[src/rtl/opq_spi_seq.sv]
module opq_spi_seq #(
  parameter int DEPTH = 16,
  parameter int DIV   = 4
) (
  input  logic        clk,
  input  logic        rst_n,
  input  logic        reg_wr,
  input  logic [3:0]  reg_addr,
  input  logic [13:0] reg_wdata,
  output logic [13:0] reg_rdata,
  output logic        sck,
  output logic        mosi,
  input  logic        miso,
  output logic        cs_n
);
  localparam int AW   = $clog2(DEPTH);
  localparam int CW   = AW + 1;
  localparam int HALF = DIV / 2;
  localparam int PW   = (HALF > 1) ? $clog2(HALF) : 1;

  typedef enum logic [1:0] {S_IDLE, S_WAIT, S_SHIFT} st_t;
  st_t st;

  wire sw_oword = reg_wr && reg_addr == 4'h0;
  wire sw_opush = reg_wr && reg_addr == 4'h1 && reg_wdata[0];
  wire sw_dwr   = reg_wr && reg_addr == 4'h4;
  wire sw_dpop  = reg_wr && reg_addr == 4'h8 && reg_wdata[0];

  // op queue
  logic [13:0]   oword_q;
  logic [13:0]   omem [DEPTH];
  logic [AW-1:0] owp, orp;
  logic [CW-1:0] ocnt;
  wire o_full  = ocnt == CW'(DEPTH);
  wire o_empty = ocnt == '0;
  wire o_push  = sw_opush && !o_full;
  wire o_pop   = st == S_IDLE && !o_empty;
  wire [13:0] ohead = omem[orp];
  wire [8:0]  olen  = ohead[8:0];
  wire [4:0]  opc   = ohead[13:9];

  always_ff @(posedge clk)
    if (o_push) omem[owp] <= oword_q;

  always_ff @(posedge clk or negedge rst_n)
    if (!rst_n) begin
      oword_q <= '0; owp <= '0; orp <= '0; ocnt <= '0;
    end else begin
      if (sw_oword) oword_q <= reg_wdata;
      if (o_push) owp <= owp + 1'b1;
      if (o_pop)  orp <= orp + 1'b1;
      ocnt <= ocnt + CW'(o_push) - CW'(o_pop);
    end

  // data queue
  logic [7:0]    dmem [DEPTH];
  logic [AW-1:0] dwp, drp;
  logic [CW-1:0] dcnt;
  logic          is_rx;
  logic [8:0]    rem;
  logic [7:0]    sh;
  logic          rbit, sck_q, cs_q;
  logic [2:0]    bitn;
  logic [PW-1:0] ph;
  wire d_full  = dcnt == CW'(DEPTH);
  wire d_empty = dcnt == '0;
  wire [7:0] dhead = dmem[drp];
  wire ph_end  = ph == PW'(HALF - 1);
  wire byte_end = st == S_SHIFT && ph_end && sck_q && bitn == 3'd7;
  wire [7:0] rxbyte = {sh[6:0], rbit};
  wire e_dpop  = st == S_WAIT && !is_rx && !d_empty;
  wire e_dpush = byte_end && is_rx;
  wire d_push  = (e_dpush || sw_dwr) && !d_full;
  wire d_pop   = (e_dpop || sw_dpop) && !d_empty;
  wire [7:0] d_in = e_dpush ? rxbyte : reg_wdata[7:0];

  always_ff @(posedge clk)
    if (d_push) dmem[dwp] <= d_in;

  always_ff @(posedge clk or negedge rst_n)
    if (!rst_n) begin
      dwp <= '0; drp <= '0; dcnt <= '0;
    end else begin
      if (d_push) dwp <= dwp + 1'b1;
      if (d_pop)  drp <= drp + 1'b1;
      dcnt <= dcnt + CW'(d_push) - CW'(d_pop);
    end

  // engine
  always_ff @(posedge clk or negedge rst_n)
    if (!rst_n) begin
      st <= S_IDLE; is_rx <= 1'b0; rem <= '0; sh <= '0; rbit <= 1'b0;
      sck_q <= 1'b0; cs_q <= 1'b1; bitn <= '0; ph <= '0;
    end else begin
      case (st)
        S_IDLE:
          if (!o_empty) begin
            if ((opc == 5'h08 || opc == 5'h0C) && olen != 9'd0) begin
              st    <= S_WAIT;
              is_rx <= opc == 5'h0C;
              rem   <= olen;
            end else if (opc[4:1] == 4'd0 && olen == 9'd1) begin
              cs_q <= !opc[0];
            end
          end
        S_WAIT:
          if (is_rx ? !d_full : !d_empty) begin
            sh    <= is_rx ? 8'h00 : dhead;
            st    <= S_SHIFT;
            ph    <= '0;
            bitn  <= '0;
            sck_q <= 1'b0;
          end
        default: begin
          if (ph_end) begin
            ph    <= '0;
            sck_q <= !sck_q;
            if (!sck_q) rbit <= miso;
            else begin
              sh <= rxbyte;
              if (bitn == 3'd7) begin
                rem <= rem - 9'd1;
                st  <= (rem == 9'd1) ? S_IDLE : S_WAIT;
              end else bitn <= bitn + 3'd1;
            end
          end else ph <= ph + 1'b1;
        end
      endcase
    end

  assign sck  = sck_q;
  assign cs_n = cs_q;
  assign mosi = st == S_SHIFT && sh[7];
  wire idle_flag = o_empty && st == S_IDLE;

  always_comb
    case (reg_addr)
      4'h0:    reg_rdata = oword_q;
      4'h2:    reg_rdata = {13'd0, o_full};
      4'h3:    reg_rdata = {13'd0, idle_flag};
      4'h5:    reg_rdata = {13'd0, d_full};
      4'h6:    reg_rdata = {13'd0, d_empty};
      4'h7:    reg_rdata = {6'd0, dhead};
      default: reg_rdata = '0;
    endcase

  a_r8_op_count_bound: assert property (@(posedge clk) disable iff (!rst_n)
    ocnt <= CW'(DEPTH));
  a_r8_data_count_bound: assert property (@(posedge clk) disable iff (!rst_n)
    dcnt <= CW'(DEPTH));
  a_r8_op_full_holds: assert property (@(posedge clk) disable iff (!rst_n)
    (o_full && sw_opush && !o_pop) |=> o_full);
  a_r2_idle_sck_low: assert property (@(posedge clk) disable iff (!rst_n)
    (st == S_IDLE) |-> !sck);
  a_r5_mosi_stable_at_rise: assert property (@(posedge clk) disable iff (!rst_n)
    $rose(sck) |-> $stable(mosi));
  a_r4_cs_moves_from_idle: assert property (@(posedge clk) disable iff (!rst_n)
    !$stable(cs_n) |-> $past(st) == S_IDLE);
endmodule

[config.mk]
export PLATFORM = sky130hd
export DESIGN_NAME = opq_spi_seq
export DESIGN_NICKNAME = d
export VERILOG_FILES = /design/src/rtl/opq_spi_seq.sv
export SDC_FILE = /design/constraint.sdc
export NUM_CORES = 1
export LEC_CHECK = 0
export BUFFER_PORTS_ARGS = -buffer_cell sky130_fd_sc_hd__buf_2
export CAP_MARGIN = 20
export CORE_MARGIN = 10
export CORE_UTILIZATION = 56
export DETAILED_ROUTE_END_ITERATION = 8
export GPL_ROUTABILITY_DRIVEN = 0
export PLACE_DENSITY_LB_ADDON = 0.05
export SLEW_MARGIN = 20
export SYNTH_ARGS = -nofsm -noshare
export SYNTH_HDL_FRONTEND = slang
export SYNTH_SLANG_ARGS = --single-unit
[constraint.sdc]
create_clock -name clk -period 3.25 [get_ports clk]
set_input_delay 0.65 -clock clk [delete_from_list [all_inputs] [get_ports clk]]
set_output_delay 0.65 -clock clk [all_outputs]
set_load 0.01 [all_outputs]
==> results.sh <==
export IMPL_status="finished, violations left"
export IMPL_violations="negative setup slack"
export IMPL_synth_top_area_share_pct=61.1
export IMPL_critical_path_required_ns=2.60
export IMPL_synth_commonest_cells="352 x edfxtp_1, 87 x mux4_2, 66 x dfrtp_1"
export IMPL_clkSinkCount=419
export IMPL_finalClockSkew_ns=0.0208
export IMPL_path_clk_slew_ns=0.06
export IMPL_power_density_mw_per_mm2=827
export IMPL_htreeDepth=2
export IMPL_synth_main_ff_cell="edfxtp_1"
export IMPL_synth_adder_area_share_pct=2.11
export IMPL_drtIter0Drc=591
export IMPL_end_kind="output pin"
export IMPL_ys_ff_latch=419
export IMPL_crit_arrival_ns=2.66
export IMPL_cellLeakagePower_nw=6.99
export IMPL_synth_compound_area_share_pct=3.71
export IMPL_n_antenna_cell=0
export IMPL_synth_distinct_cells=64
export IMPL_overflow=0
export IMPL_antenna_found_initial=0
export IMPL_area_growth_pct=14.7
export IMPL_syn_avg_cell_area_um2=18.4
export IMPL_p_clk_share_pct=29.6
export IMPL_port_buffers=38
export IMPL_synth_edff_count=352
export IMPL_rsz0062_at_grt="true"
export IMPL_viasPerCell=6.07
export IMPL_track_usage_pct=19.6
export IMPL_intPower_mw=11.6
export IMPL_nFillCells=2095
export IMPL_synth_cells=942
export IMPL_initial_utilization_pct=56.7
export IMPL_slew_headroom_pct=37.5
export IMPL_synth_top_family_by_area="multiplexers"
export IMPL_syn_cell_area_mm2=0.0173
export IMPL_p_sw_share_pct=29.3
export IMPL_multi_input_area_mm2=0.00472
export IMPL_r2r_start="bitn[0]"
export IMPL_core_area_mm2=0.0305
export IMPL_worst_setup_path_type="reg2out"
export IMPL_antenna_left=0
export IMPL_async_flop_share_pct=16.0
export IMPL_max_vdd_ir_drop_uv=533
export IMPL_fin_crit_sh_pct=102
export IMPL_rows=64
export IMPL_fmax_mhz=303
export IMPL_cts_tree="built"
export IMPL_die_area_mm2=0.0383
export IMPL_synth_most_common_cell="edfxtp_1"
export IMPL_worstMarginPinSlew_ns=0.938
export IMPL_r2r_cells=17
export IMPL_cp_max_fo=7
export IMPL_start_kind="flip-flop"
export IMPL_root_buffer="clkbuf_16"
export IMPL_setup_viol=7
export IMPL_dp_cells=1388
export IMPL_drt_total_wl_um=37300
export IMPL_wl_per_cell_um=25.2
export IMPL_power_net_switching_mw=4.81
export IMPL_final_cells=1481
export IMPL_num_vias=8983
export IMPL_seq_area_frac_synth_pct=70.8
export IMPL_insertion_delay_ns=0.55
export IMPL_clk_path_buf_depth=3
export IMPL_synth_simple_area_share_pct=5.16
export IMPL_ys_warnings_count=0
export IMPL_numCtsBuffers=42
export IMPL_seqCellArea_mm2=0.0123
export IMPL_drtPass1Iterations=5
export IMPL_startpoint="drp[0]"
export IMPL_stdcell_area_mm2=0.0198
export IMPL_io_pins=39
export IMPL_r2r_slack_ns=0.23
export IMPL_grt_pass1_wl_um=57900
export IMPL_combPwrFrac_pct=27.8
export IMPL_grt_max_degree=68
export IMPL_endpoint="reg_rdata[3]"
export IMPL_drcViolationCount=0
export IMPL_syn_nets=992
export IMPL_post_dp_hpwl_um=25100
export IMPL_synth_largest_area_cell="edfxtp_1"
export IMPL_final_max_slew_viol_count=0
export IMPL_final_min_clock_period_ns=3.31
export IMPL_power_frac_seq_pct=42.7
export IMPL_fp_dieW_um=196
export IMPL_drv_cap=0
export IMPL_synth_mux_area_share_pct=14.8
export IMPL_dpl_instance_area_mm2=0.0182
export IMPL_synthTopCellsByArea="edfxtp_1 61%, mux4_2 11%, dfrtp_1 9.5%"
export IMPL_hold_viol=0
export IMPL_final_nets=1102
export IMPL_layout_setup_ws_ns=-0.0557
export IMPL_hp_class="in2async"
export IMPL_dieHeight_um=196
export IMPL_synth_xor_area_share_pct=1.11
export IMPL_r2r_end="dcnt[4]"
export IMPL_drive_gt1_share_pct=28.3
export IMPL_fin_util_pct=65.0
export IMPL_grt_pass1_vias=9613
timing repair:
action / in CTS / in global routing
gates cloned: 2 / 0
hold buffers: 0 / 0
endpoints found under the setup margin: 15 / 16
endpoints found under the hold margin: 0 / 0
resized for setup: 5 / 8
pin swaps: 7 / 1
buffers inserted: 6 / 9
power groups by stage:
| stage | combinational, mW | clock, mW | sequential, mW |
|---|---|---|---|
| 2_1_floorplan | 3.36 | 0 | 6.76 |
| 3_3_place_gp | 4.09 | 0 | 7.07 |
| 3_5_place_dp | 4.21 | 0 | 7.12 |
| 4_1_cts | 4.43 | 4.94 | 7.02 |
| 5_1_grt | 4.94 | 5.14 | 7.08 |
| 6_report | 4.55 | 4.85 | 7.00 |
worst min path at each step:
stage                 endpoint  slack [ns]
finish                  rem[2]        0.24
global route            rem[4]        0.31
CTS                 oword_q[9]        0.28
detailed placement     bitn[2]        0.49
global placement       bitn[1]        0.49
floorplan              bitn[0]        0.35
layer usage:
| layer | routed length [um] | track usage [%] |
|---|---|---|
| met5 | 0 | 0 |
| met4 | 674 | 5.29 |
| met3 | 1880 | 3.75 |
| met2 | 20200 | 35.1 |
| met1 | 14600 | 23.8 |
registers in the layout, indices dropped and copies added, names as in the netlist:
name,cells
st,2
dcnt,5
rem,9
owp,4
cs_n,1
rbit,1
sck,1
ocnt,5
bitn,3
omem,224
oword_q,14
orp,4
dmem,128
sh,8
drp,4
is_rx,1
ph,1
dwp,4
final cells by class:
type	instances	area share [%]
well taps	396	2.50
repair buffers	112	4.42
multi-input cells	449	23.8
flip-flops and latches	419	61.8
clock buffers	55	5.65
clock inverters	22	1.36
inverters	28	0.530
stage by stage:
stage | total power [mW] | hold WS, ns | TNS [ns] | worst slack (ns)
2_1_floorplan | 10.1 | 0.354 | 0 | 0.0556
3_3_place_gp | 11.2 | 0.488 | 0 | 0.0661
3_5_place_dp | 11.3 | 0.492 | -0.492 | -0.107
4_1_cts | 16.4 | 0.280 | -0.370 | -0.0780
5_1_grt | 17.2 | 0.313 | -0.793 | -0.127
6_report | 16.4 | 0.243 | -0.254 | -0.0557
kinds of logic (layout without fill, tap and decap cells):
family / after synthesis / after routing
AND/OR/NAND/NOR: 172 / 172
flip-flops: 419 / 419
buffers and inverters: 74 / 217
adder cells (fa/ha/maj): 28 / 28
multiplexers: 136 / 136
AO/OA/AOI/OAI: 91 / 91
XOR/XNOR: 22 / 22
worst max-delay path: stages (launching register included):
cell,delay [ns]
dfrtp_2,0.44
buf_12,0.15
buf_16,0.14
mux4_2,0.50
mux4_2,0.50
a22o_1,0.24
buf_2,0.15
placed cells by master (no fill, tap or decap), drive strengths merged, types with 7 or more instances in the layout:
cell type,Yosys,final
mux4,91,91
nor2,39,39
nand3,9,9
xnor2,17,17
nor3b,8,8
a22oi,16,16
buf,30,112
nand4,7,7
inv,28,28
clkinv,0,16
a22o,12,12
a21oi,10,10
ha,26,26
edfxtp,352,352
and2,22,22
clkbuf,16,55
nor3,17,17
nand2,41,41
mux2i,13,13
o21ai,22,22
mux2,32,32
dfrtp,66,66
No activity file was read; power rests on OpenSTA's default activity.
